$ cat config.mk
export PLATFORM = sky130hd
export DESIGN_NAME = i2c_tx_engine
export DESIGN_NICKNAME = d
export VERILOG_FILES = /design/src/rtl/i2c_txe_pkg.sv /design/src/rtl/i2c_txe_baud.sv /design/src/rtl/i2c_txe_core.sv /design/src/rtl/i2c_tx_engine.sv
export SDC_FILE = /design/constraint.sdc
export NUM_CORES = 1
export LEC_CHECK = 0
export ABC_AREA = 1
export BUFFER_PORTS_ARGS = -buffer_cell sky130_fd_sc_hd__buf_2
export CAP_MARGIN = 20
export CORE_MARGIN = 2
export CORE_UTILIZATION = 40
export DETAILED_ROUTE_END_ITERATION = 8
export PLACE_DENSITY_LB_ADDON = 0.2
export SLEW_MARGIN = 30
export SYNTH_ARGS = -nofsm -noshare
export SYNTH_HDL_FRONTEND = slang
export SYNTH_HIERARCHICAL = 1
export SYNTH_SLANG_ARGS = --single-unit
export TNS_END_PERCENT = 1
$ cat constraint.sdc
create_clock -name clk -period 3.3 [get_ports clk]
set_input_delay 0.33 -clock clk [delete_from_list [all_inputs] [get_ports clk]]
set_output_delay 0.33 -clock clk [all_outputs]
set_load 0.05 [all_outputs]
$ cat src/rtl/i2c_txe_pkg.sv
package i2c_txe_pkg;

    typedef enum logic [3:0] {
        S_IDLE, S_ST1, S_ST2, S_PARK, S_BLO, S_BHI,
        S_RS1, S_RS2, S_RS3, S_RS4, S_SP1, S_SP2, S_SP3
    } seq_state_e;

    // States in which the engine holds SCL low
    function automatic logic scl_low_in(seq_state_e s);
        return (s == S_ST2) || (s == S_PARK) || (s == S_BLO) ||
               (s == S_RS1) || (s == S_RS4)  || (s == S_SP1);
    endfunction

endpackage

$ cat src/rtl/i2c_txe_baud.sv
module i2c_txe_baud #(
    parameter int RW = 8
) (
    input  logic          clk,
    input  logic          rst_n,
    input  logic          run,
    input  logic [RW-1:0] reload,
    output logic          tick
);
    logic [RW-1:0] cnt_d, cnt_q;

    assign tick = run && (cnt_q >= reload);

    always_comb begin
        cnt_d = cnt_q;
        if (!run || tick) cnt_d = '0;
        else              cnt_d = cnt_q + 1'b1;
    end

    always_ff @(posedge clk or negedge rst_n) begin
        if (!rst_n) cnt_q <= '0;
        else        cnt_q <= cnt_d;
    end

    // the phase counter advances by one each clock until the terminal count
    assert_phase_count_R3: assert property (@(posedge clk) disable iff (!rst_n)
        (run && !tick) |=> (cnt_q == $past(cnt_q) + 1'b1));

    // the count never passes the reload value while running
    assert_phase_bound_R3: assert property (@(posedge clk) disable iff (!rst_n)
        run |-> (cnt_q <= reload));

endmodule

$ cat src/rtl/i2c_txe_core.sv
module i2c_txe_core
    import i2c_txe_pkg::*;
#(
    parameter int DW = 8
) (
    input  logic          clk,
    input  logic          rst_n,
    input  logic          tick,
    input  logic          wr_buf,
    input  logic [DW-1:0] wr_data,
    input  logic          req_start,
    input  logic          req_restart,
    input  logic          req_stop,
    input  logic          stat_wr,
    input  logic          stat_wcol_in,
    input  logic          stat_irq_in,
    input  logic          sda_in,
    output logic          run,
    output logic          scl_low,
    output logic          sda_low,
    output logic          bf,
    output logic          wcol,
    output logic          ackst,
    output logic          irq,
    output logic          sen,
    output logic          rsen,
    output logic          pen
);
    localparam int BCW = $clog2(DW + 1);
    localparam logic [BCW-1:0] ACK_IDX = BCW'(DW);

    typedef struct packed {
        seq_state_e     st;
        logic [BCW-1:0] bitn;
        logic [DW-1:0]  sh;
        logic           bf;
        logic           wcol;
        logic           ackst;
        logic           irq;
        logic           sen;
        logic           rsen;
        logic           pen;
        logic           scl_low;
        logic           sda_low;
    } seq_regs_t;

    seq_regs_t seq_d, seq_q;

    assign run = !((seq_q.st == S_IDLE) || (seq_q.st == S_PARK));

    always_comb begin
        seq_d = seq_q;
        // host clears first, hardware sets afterwards so a set wins
        if (stat_wr) begin
            if (!stat_wcol_in) seq_d.wcol = 1'b0;
            if (!stat_irq_in)  seq_d.irq  = 1'b0;
        end
        if (wr_buf && (seq_q.st != S_PARK)) seq_d.wcol = 1'b1;

        case (seq_q.st)
            S_IDLE: if (req_start) begin seq_d.st = S_ST1; seq_d.sen = 1'b1; end
            S_ST1:  if (tick) seq_d.st = S_ST2;
            S_ST2:  if (tick) begin seq_d.st = S_PARK; seq_d.sen = 1'b0; seq_d.irq = 1'b1; end
            S_PARK: begin
                if (wr_buf) begin
                    seq_d.st   = S_BLO;
                    seq_d.sh   = wr_data;
                    seq_d.bitn = '0;
                    seq_d.bf   = 1'b1;
                end else if (req_restart) begin
                    seq_d.st = S_RS1; seq_d.rsen = 1'b1;
                end else if (req_stop) begin
                    seq_d.st = S_SP1; seq_d.pen = 1'b1;
                end
            end
            S_BLO:  if (tick) seq_d.st = S_BHI;
            S_BHI: begin
                if (tick) begin
                    if (seq_q.bitn == ACK_IDX) begin
                        seq_d.ackst = sda_in;
                        seq_d.irq   = 1'b1;
                        seq_d.st    = S_PARK;
                    end else begin
                        seq_d.st   = S_BLO;
                        seq_d.sh   = {seq_q.sh[DW-2:0], 1'b0};
                        seq_d.bitn = seq_q.bitn + 1'b1;
                        if (seq_q.bitn == ACK_IDX - 1'b1) seq_d.bf = 1'b0;
                    end
                end
            end
            S_RS1:  if (tick) seq_d.st = S_RS2;
            S_RS2:  if (tick) seq_d.st = S_RS3;
            S_RS3:  if (tick) seq_d.st = S_RS4;
            S_RS4:  if (tick) begin seq_d.st = S_PARK; seq_d.rsen = 1'b0; seq_d.irq = 1'b1; end
            S_SP1:  if (tick) seq_d.st = S_SP2;
            S_SP2:  if (tick) seq_d.st = S_SP3;
            S_SP3:  if (tick) begin seq_d.st = S_IDLE; seq_d.pen = 1'b0; seq_d.irq = 1'b1; end
            default: seq_d.st = S_IDLE;
        endcase

        // SCL follows the next state; SDA follows the current one, so it
        // lags SCL by one clock and gives hold time after each falling edge
        seq_d.scl_low = scl_low_in(seq_d.st);
        case (seq_q.st)
            S_ST1, S_ST2, S_RS3, S_RS4, S_SP1, S_SP2: seq_d.sda_low = 1'b1;
            S_BLO, S_BHI: seq_d.sda_low = (seq_q.bitn != ACK_IDX) && !seq_q.sh[DW-1];
            S_PARK:       seq_d.sda_low = seq_q.sda_low;
            default:      seq_d.sda_low = 1'b0;
        endcase
    end

    always_ff @(posedge clk or negedge rst_n) begin
        if (!rst_n) begin
            seq_q    <= '0;
            seq_q.st <= S_IDLE;
        end else begin
            seq_q <= seq_d;
        end
    end

    assign scl_low = seq_q.scl_low;
    assign sda_low = seq_q.sda_low;
    assign bf      = seq_q.bf;
    assign wcol    = seq_q.wcol;
    assign ackst   = seq_q.ackst;
    assign irq     = seq_q.irq;
    assign sen     = seq_q.sen;
    assign rsen    = seq_q.rsen;
    assign pen     = seq_q.pen;

    // data on SDA holds still through an SCL high phase
    assert_sda_steady_R4: assert property (@(posedge clk) disable iff (!rst_n)
        (seq_q.st == S_BHI && !tick) |=> $stable(seq_q.sda_low));

    // during the acknowledge slot the buffer is empty and SDA released
    assert_ack_release_R5: assert property (@(posedge clk) disable iff (!rst_n)
        (seq_q.st == S_BHI && seq_q.bitn == ACK_IDX) |-> (!seq_q.bf && !seq_q.sda_low));

    // a rising interrupt outside idle leaves SCL pulled low
    assert_park_low_R7: assert property (@(posedge clk) disable iff (!rst_n)
        ($rose(seq_q.irq) && seq_q.st != S_IDLE) |-> seq_q.scl_low);

    // collision flag stays set until the host writes 0 to it
    assert_wcol_sticky_R8: assert property (@(posedge clk) disable iff (!rst_n)
        (seq_q.wcol && !(stat_wr && !stat_wcol_in)) |=> seq_q.wcol);

    // stop completion leaves both lines released
    assert_stop_release_R12: assert property (@(posedge clk) disable iff (!rst_n)
        (seq_q.st == S_SP3 && tick) |=> (!seq_q.scl_low && !seq_q.sda_low));

    // at most one condition flag at a time, and requests do not alter them mid-byte
    assert_req_single_R13: assert property (@(posedge clk) disable iff (!rst_n)
        $onehot0({seq_q.sen, seq_q.rsen, seq_q.pen}));
    assert_req_ignored_R13: assert property (@(posedge clk) disable iff (!rst_n)
        ((seq_q.st == S_BLO || seq_q.st == S_BHI) && (req_start || req_restart || req_stop))
        |=> $stable({seq_q.sen, seq_q.rsen, seq_q.pen}));

endmodule

$ cat src/rtl/i2c_tx_engine.sv
module i2c_tx_engine #(
    parameter int DW = 8,
    parameter int RW = 8
) (
    input  logic          clk,
    input  logic          rst_n,
    input  logic [RW-1:0] reload,
    input  logic          wr_buf,
    input  logic [DW-1:0] wr_data,
    input  logic          req_start,
    input  logic          req_restart,
    input  logic          req_stop,
    input  logic          stat_wr,
    input  logic          stat_wcol_in,
    input  logic          stat_irq_in,
    input  logic          sda_in,
    output logic          scl_oe,
    output logic          sda_oe,
    output logic          bf,
    output logic          wcol,
    output logic          ackstat,
    output logic          irq,
    output logic          sen,
    output logic          rsen,
    output logic          pen
);
    logic run, tick;

    i2c_txe_baud #(.RW(RW)) u_baud (
        .clk    (clk),
        .rst_n  (rst_n),
        .run    (run),
        .reload (reload),
        .tick   (tick)
    );

    i2c_txe_core #(.DW(DW)) u_core (
        .clk          (clk),
        .rst_n        (rst_n),
        .tick         (tick),
        .wr_buf       (wr_buf),
        .wr_data      (wr_data),
        .req_start    (req_start),
        .req_restart  (req_restart),
        .req_stop     (req_stop),
        .stat_wr      (stat_wr),
        .stat_wcol_in (stat_wcol_in),
        .stat_irq_in  (stat_irq_in),
        .sda_in       (sda_in),
        .run          (run),
        .scl_low      (scl_oe),
        .sda_low      (sda_oe),
        .bf           (bf),
        .wcol         (wcol),
        .ackst        (ackstat),
        .irq          (irq),
        .sen          (sen),
        .rsen         (rsen),
        .pen          (pen)
    );

endmodule

## Word level (Yosys, flattened, before mapping)

Cells that the tools add are included.

| cells by class | value |
|---|---|
| reductions and logical operators | 29 |
| shift operators | 0 |
| div/mod/pow operators | 0 |
| equality and inequality tests | 35 |
| $mul | 0 |
| bitwise operators | 0 |
| add/subtract/negate cells | 2 |
| $lt $le $gt $ge | 1 |
| multiplexer cells | 41 |

Operators by type and width:

| operator | count |
|---|---|
| $mux W4 | 13 |
| $pmux W4 S12 | 1 |
| $eq A4 B4 Y1 const B | 8 |
| $eq A4 B3 Y1 const B | 7 |
| $mux W13 | 2 |
| $pmux W13 S2 | 1 |
| $ne A2 B2 Y1 const B | 11 |
| $mux W17 | 1 |
| $eq A4 B2 Y1 const B | 4 |
| $mux W1 | 14 |
| $reduce_and A5 Y1 | 2 |
| $reduce_bool A2 Y1 | 5 |
| $add A8 B1 Y8 const B | 1 |
| $ge A8 B8 Y1 | 1 |
| $mux W8 | 1 |
| $reduce_and A4 Y1 | 2 |
| $logic_or A1 B1 Y1 | 7 |
| $pmux W1 S2 | 3 |
| $pmux W1 S3 | 2 |
| $reduce_and A3 Y1 | 2 |
| $reduce_or A2 Y1 | 3 |
| $reduce_or A6 Y1 | 1 |
| $add A4 B1 Y4 const B | 1 |
| $eq A4 B1 Y1 const B | 1 |
| 9 further kinds | 14 |

| storage, ports and cells | value |
|---|---|
| output and inout bits | 9 |
| bits in latches | 0 |
| memories | 0 |
| ROM bits | 0 |
| word-level logic and storage cells | 121 |
| input bits | 26 |
| bits in registers | 33 |
| memory bits (writable) | 0 |

## Depth between registers and ports, before layout

| depth | value |
|---|---|
| depth after elaboration | 12 |
| depth in mapped cells | 21 |
| depth with buffers taken out | 21 |

## Cells and area by module

The synthesis kept the hierarchy.

By module, submodules not included:

| module | instances | cells an instance | seq. area each (um2) | area each (um2) |
|---|---|---|---|---|
| i2c_txe_core | 1 | 204 | 625.6 | 1697.9 |
| i2c_txe_baud | 1 | 73 | 200.2 | 599.3 |

## Worst setup path before layout

No wires, ideal clock.

| path | value |
|---|---|
| path kind | flip-flop to flip-flop |
| start point | register u_baud.cnt_q[3] |
| end point | register u_core.seq_q (netlist bit u_core/scl_low) |
| period minus slack after synthesis | 2.085 ns |
| arrival | 1.968 ns |
| library setup time | 0.116 ns |
| path buffers | 1 |
| path slack | 1.215 ns |
| cell stages (with the launch flop) | 18 |
| data required time | 3.184 ns |
| cell sequence | dfrtp_1 ha_1 nand2_1 inv_1 nand2_1 nand2_1 nand2_1 nand3_1 nand2_1 inv_1 buf_2 nor2_1 nor2_1 nand3_2 nand2_2 nand2_2 nand2_1 nand2_1 |

RTL lines:

| what | RTL line | text |
|---|---|---|
| start, declared | i2c_txe_baud.sv:10 | `logic [RW-1:0] cnt_d, cnt_q;` |
| start signal, assigned | i2c_txe_baud.sv:22 | `else cnt_q <= cnt_d;` |
| end signal, assigned | i2c_txe_core.sv:117 | `seq_q <= seq_d;` |
| end, declared | i2c_txe_core.sv:47 | `seq_regs_t seq_d, seq_q;` |

==> impl_metrics.yaml <==
logic_synthesis:
  synthesis.nets: 314
  yosys_register_bits: 33
  synth_cells: 277
  synth_cell_type_count: 40
  ys.flop_type: "dfrtp_1"
  synth_edf_count: 0
  ys_seq_area_frac: 0.359
  yosys_warnings: 6
  avgSynthCellArea_sq_um: 8.29
  syn_area_sq_um: 2300
  async_flop_share: 1.00
cells_and_area:
  multi_input_area_sq_um: 1270
  fillers: 547
  post-route-util: 0.477
  syn_to_final_growth_pct: 15.1
  final-instance-count-excl-fill: 388
  antennaDiodeCount: 0
  regArea_sq_um: 826
  nets: 352
  final_cell_mix: "nand2_1 (55), nor2_1 (36), buf_2 (34), inv_1 (34), dfrtp_1 (33)"
  final_common_cell: "nand2_1"
  drive_gt1_frac: 0.294
grt:
  grt_util_all_layers: 0.160
  antenna_found_initial: 0
  grt_pass1_vias: 1660
  grt_remaining_overflow: 0
  grt_max_degree: 34
  grt_pass1_wl_um: 7850
clocking:
  cts_max_path_buffers: 2
  ctsResizeCount: 0
  cts_tree: "done"
  cts_buffers: 5
  cts.sinks: 33
  cts_max_level: 2
  root_buffer: "clkbuf_8"
  cts_hold_buf: 0
  clock_latency_ns: 0.29
  clkTransAtPathRegs_ns: 0.07
  cts_setup_buffers: 0
detailed_routing:
  wirelength_um: 4510
  dr.pass1.iters: 4
  vias: 1877
  drt_iter0_drc: 123
  route.detailed.drc: 0
  wire_per_inst_um: 11.6
  postRouteAntennaNets: 0
  vias_per_cell: 4.84
sta:
  fin_crit_ns: 2.42
  finClkSkew_ns: 0.00566
  fmax_mhz: 414
  hold_viol_final: 0
  finalCritPeriodShare: 0.732
  setup-violations-final: 0
  worstMarginPinSlew_ns: 0.745
  maxSlewViolCount: 0
  relSlewSlack: 0.503
  fin_hold_ws_ns: 0.100
  setup_tns_ns: 0
  rsz0062_at_grt: "no"
setup_path:
  worstPathArrival_ns: 2.59
  reg2reg_depth: 15
  cp_max_fo: 14
  worst-setup-path-type: "reg2reg"
  startpoint_type: "flip-flop"
  crit_required_ns: 3.48
  end_kind: "flip-flop"
power_and_ir_drop:
  leakagePower_nw: 1.37
  power_mw: 2.03
  power.switching_uw: 913
  p_seq_frac: 0.331
  p_int_mw: 1.12
  p_comb_frac: 0.472
  power_density_nw_per_um2: 768
  ir_drop_uv: 260
  swShare: 0.450
  p_clk_frac: 0.197
flow_run:
  drv_cap: 0
placement:
  portBuffers: 34
  dp_hpwl_um: 3480
  place_congestion: 0.900
  place_inst: 380
hold_path:
  hold_path.class: "in2async"
floorplanning:
  core_area_sq_um: 5540
  die_w_um: 79.8
  die_y_um: 79.8
  pin_count: 35
  rows: 27
  start_util: 0.415
  die_area_sq_um: 6360
status:
  status: "complete, no violations"
## cell families (layout without fill, tap and decap cells)
| group | Yosys count | in the layout | synth area share |
|---|---|---|---|
| adder cells (fa/ha/maj) | 11 | 11 | 0.0599 |
| multiplexers | 1 | 1 | 0.00653 |
| flip-flops | 33 | 33 | 0.359 |
| AND/OR/NAND/NOR | 145 | 145 | 0.351 |
| AO/OA/AOI/OAI | 34 | 34 | 0.108 |
| XOR/XNOR | 7 | 7 | 0.0267 |
| buffers and inverters | 46 | 85 | 0.0888 |
## power by group through the flow
| stage | Clock, mW | Sequential [mW] | Combinational (mW) |
|---|---|---|---|
| 2_1_floorplan | 0 | 0.721 | 0.744 |
| 3_3_place_gp | 0 | 0.681 | 0.957 |
| 3_5_place_dp | 0 | 0.680 | 0.968 |
| 4_1_cts | 0.411 | 0.672 | 0.969 |
| 5_1_grt | 0.435 | 0.690 | 1.09 |
| 6_report | 0.400 | 0.672 | 0.958 |
## stage by stage
stage | instance area (sq um) | setup slack (ns)
6_report | 2640 | 0.884
5_1_grt | 2640 | 0.563
4_1_cts | 2640 | 0.884
3_5_place_dp | 2520 | 0.905
3_3_place_gp | 2520 | 0.897
2_1_floorplan | 2300 | 1.22
## critical path: stages (launching register included)
cell	delay [ns]
dfrtp_1	0.52
nand2_2	0.22
inv_2	0.07
o21ai_0	0.42
nand2_1	0.10
inv_1	0.08
buf_4	0.22
nand2_1	0.09
nand2_2	0.08
nand2_1	0.05
o21ai_0	0.09
nand3_2	0.11
nand2_2	0.09
nand2_2	0.04
nand2_1	0.06
nand2_1	0.05
## path summary, 6_finish.rpt
kind	startpoint	to	slack, ns
max	u_core/seq_q[21]	u_core/scl_low	0.88
min	rst_n	u_core/seq_q[9]	0.10
max reg2reg	u_core/seq_q[21]	u_core/scl_low	0.88
min reg2reg	u_core/pen	u_core/pen	0.47
max in group asynchronous	rst_n	u_core/wcol	2.72
min in group clk	wr_data[0]	u_core/seq_q[9]	0.27
## routing by layer
metal	share of wire	wire length [um]	up-vias	GRT usage
met1	0.46	2090	836	0.215
met2	0.46	2070	61	0.251
met5	0	0	-	0
met4	0.018	81	0	0.0661
li1	-	-	970	-
met3	0.058	262	10	0.0317
## layout make-up
| class | count | area share |
|---|---|---|
| clock buffers | 6 | 0.0312 |
| clock inverters | 2 | 0.0142 |
| inverters | 42 | 0.0615 |
| multi-input cells | 198 | 0.479 |
| flip-flops and latches | 33 | 0.312 |
| well taps | 72 | 0.0341 |
| repair buffers | 35 | 0.0672 |
## registers in the layout, summed over array words and instances (netlist names)
signal / cells
u_core/bf: 1
u_core/scl_low: 1
u_core/sda_low: 1
u_core/irq: 1
u_core/ackst: 1
u_core/sen: 1
u_baud/cnt_q: 8
u_core/seq_q: 16
u_core/pen: 1
u_core/rsen: 1
u_core/wcol: 1
## synth_stat cells (2+ instances only)
master / n / area (sq um)
nand2_1: 55 / 206
nor2_1: 36 / 135
inv_1: 34 / 128
dfrtp_1: 33 / 826
nand3_1: 19 / 95.1
ha_1: 11 / 138
a21oi_1: 9 / 45.0
nand2_2: 9 / 56.3
o21ai_0: 8 / 40.0
inv_2: 6 / 22.5
nand2_4: 5 / 56.3
xor2_1: 5 / 43.8
a31oi_2: 4 / 50.1
nand3_2: 4 / 40.0
nor2_2: 4 / 25.0
nor2_8: 3 / 60.1
a31oi_1: 2 / 12.5
buf_2: 2 / 10.0
inv_4: 2 / 12.5
nand2_8: 2 / 40.0
nand3b_1: 2 / 15.0
nor3_2: 2 / 20.0
o21ai_2: 2 / 17.5
xnor2_1: 2 / 17.5
Note: power is estimated with default switching activity, not from simulation.
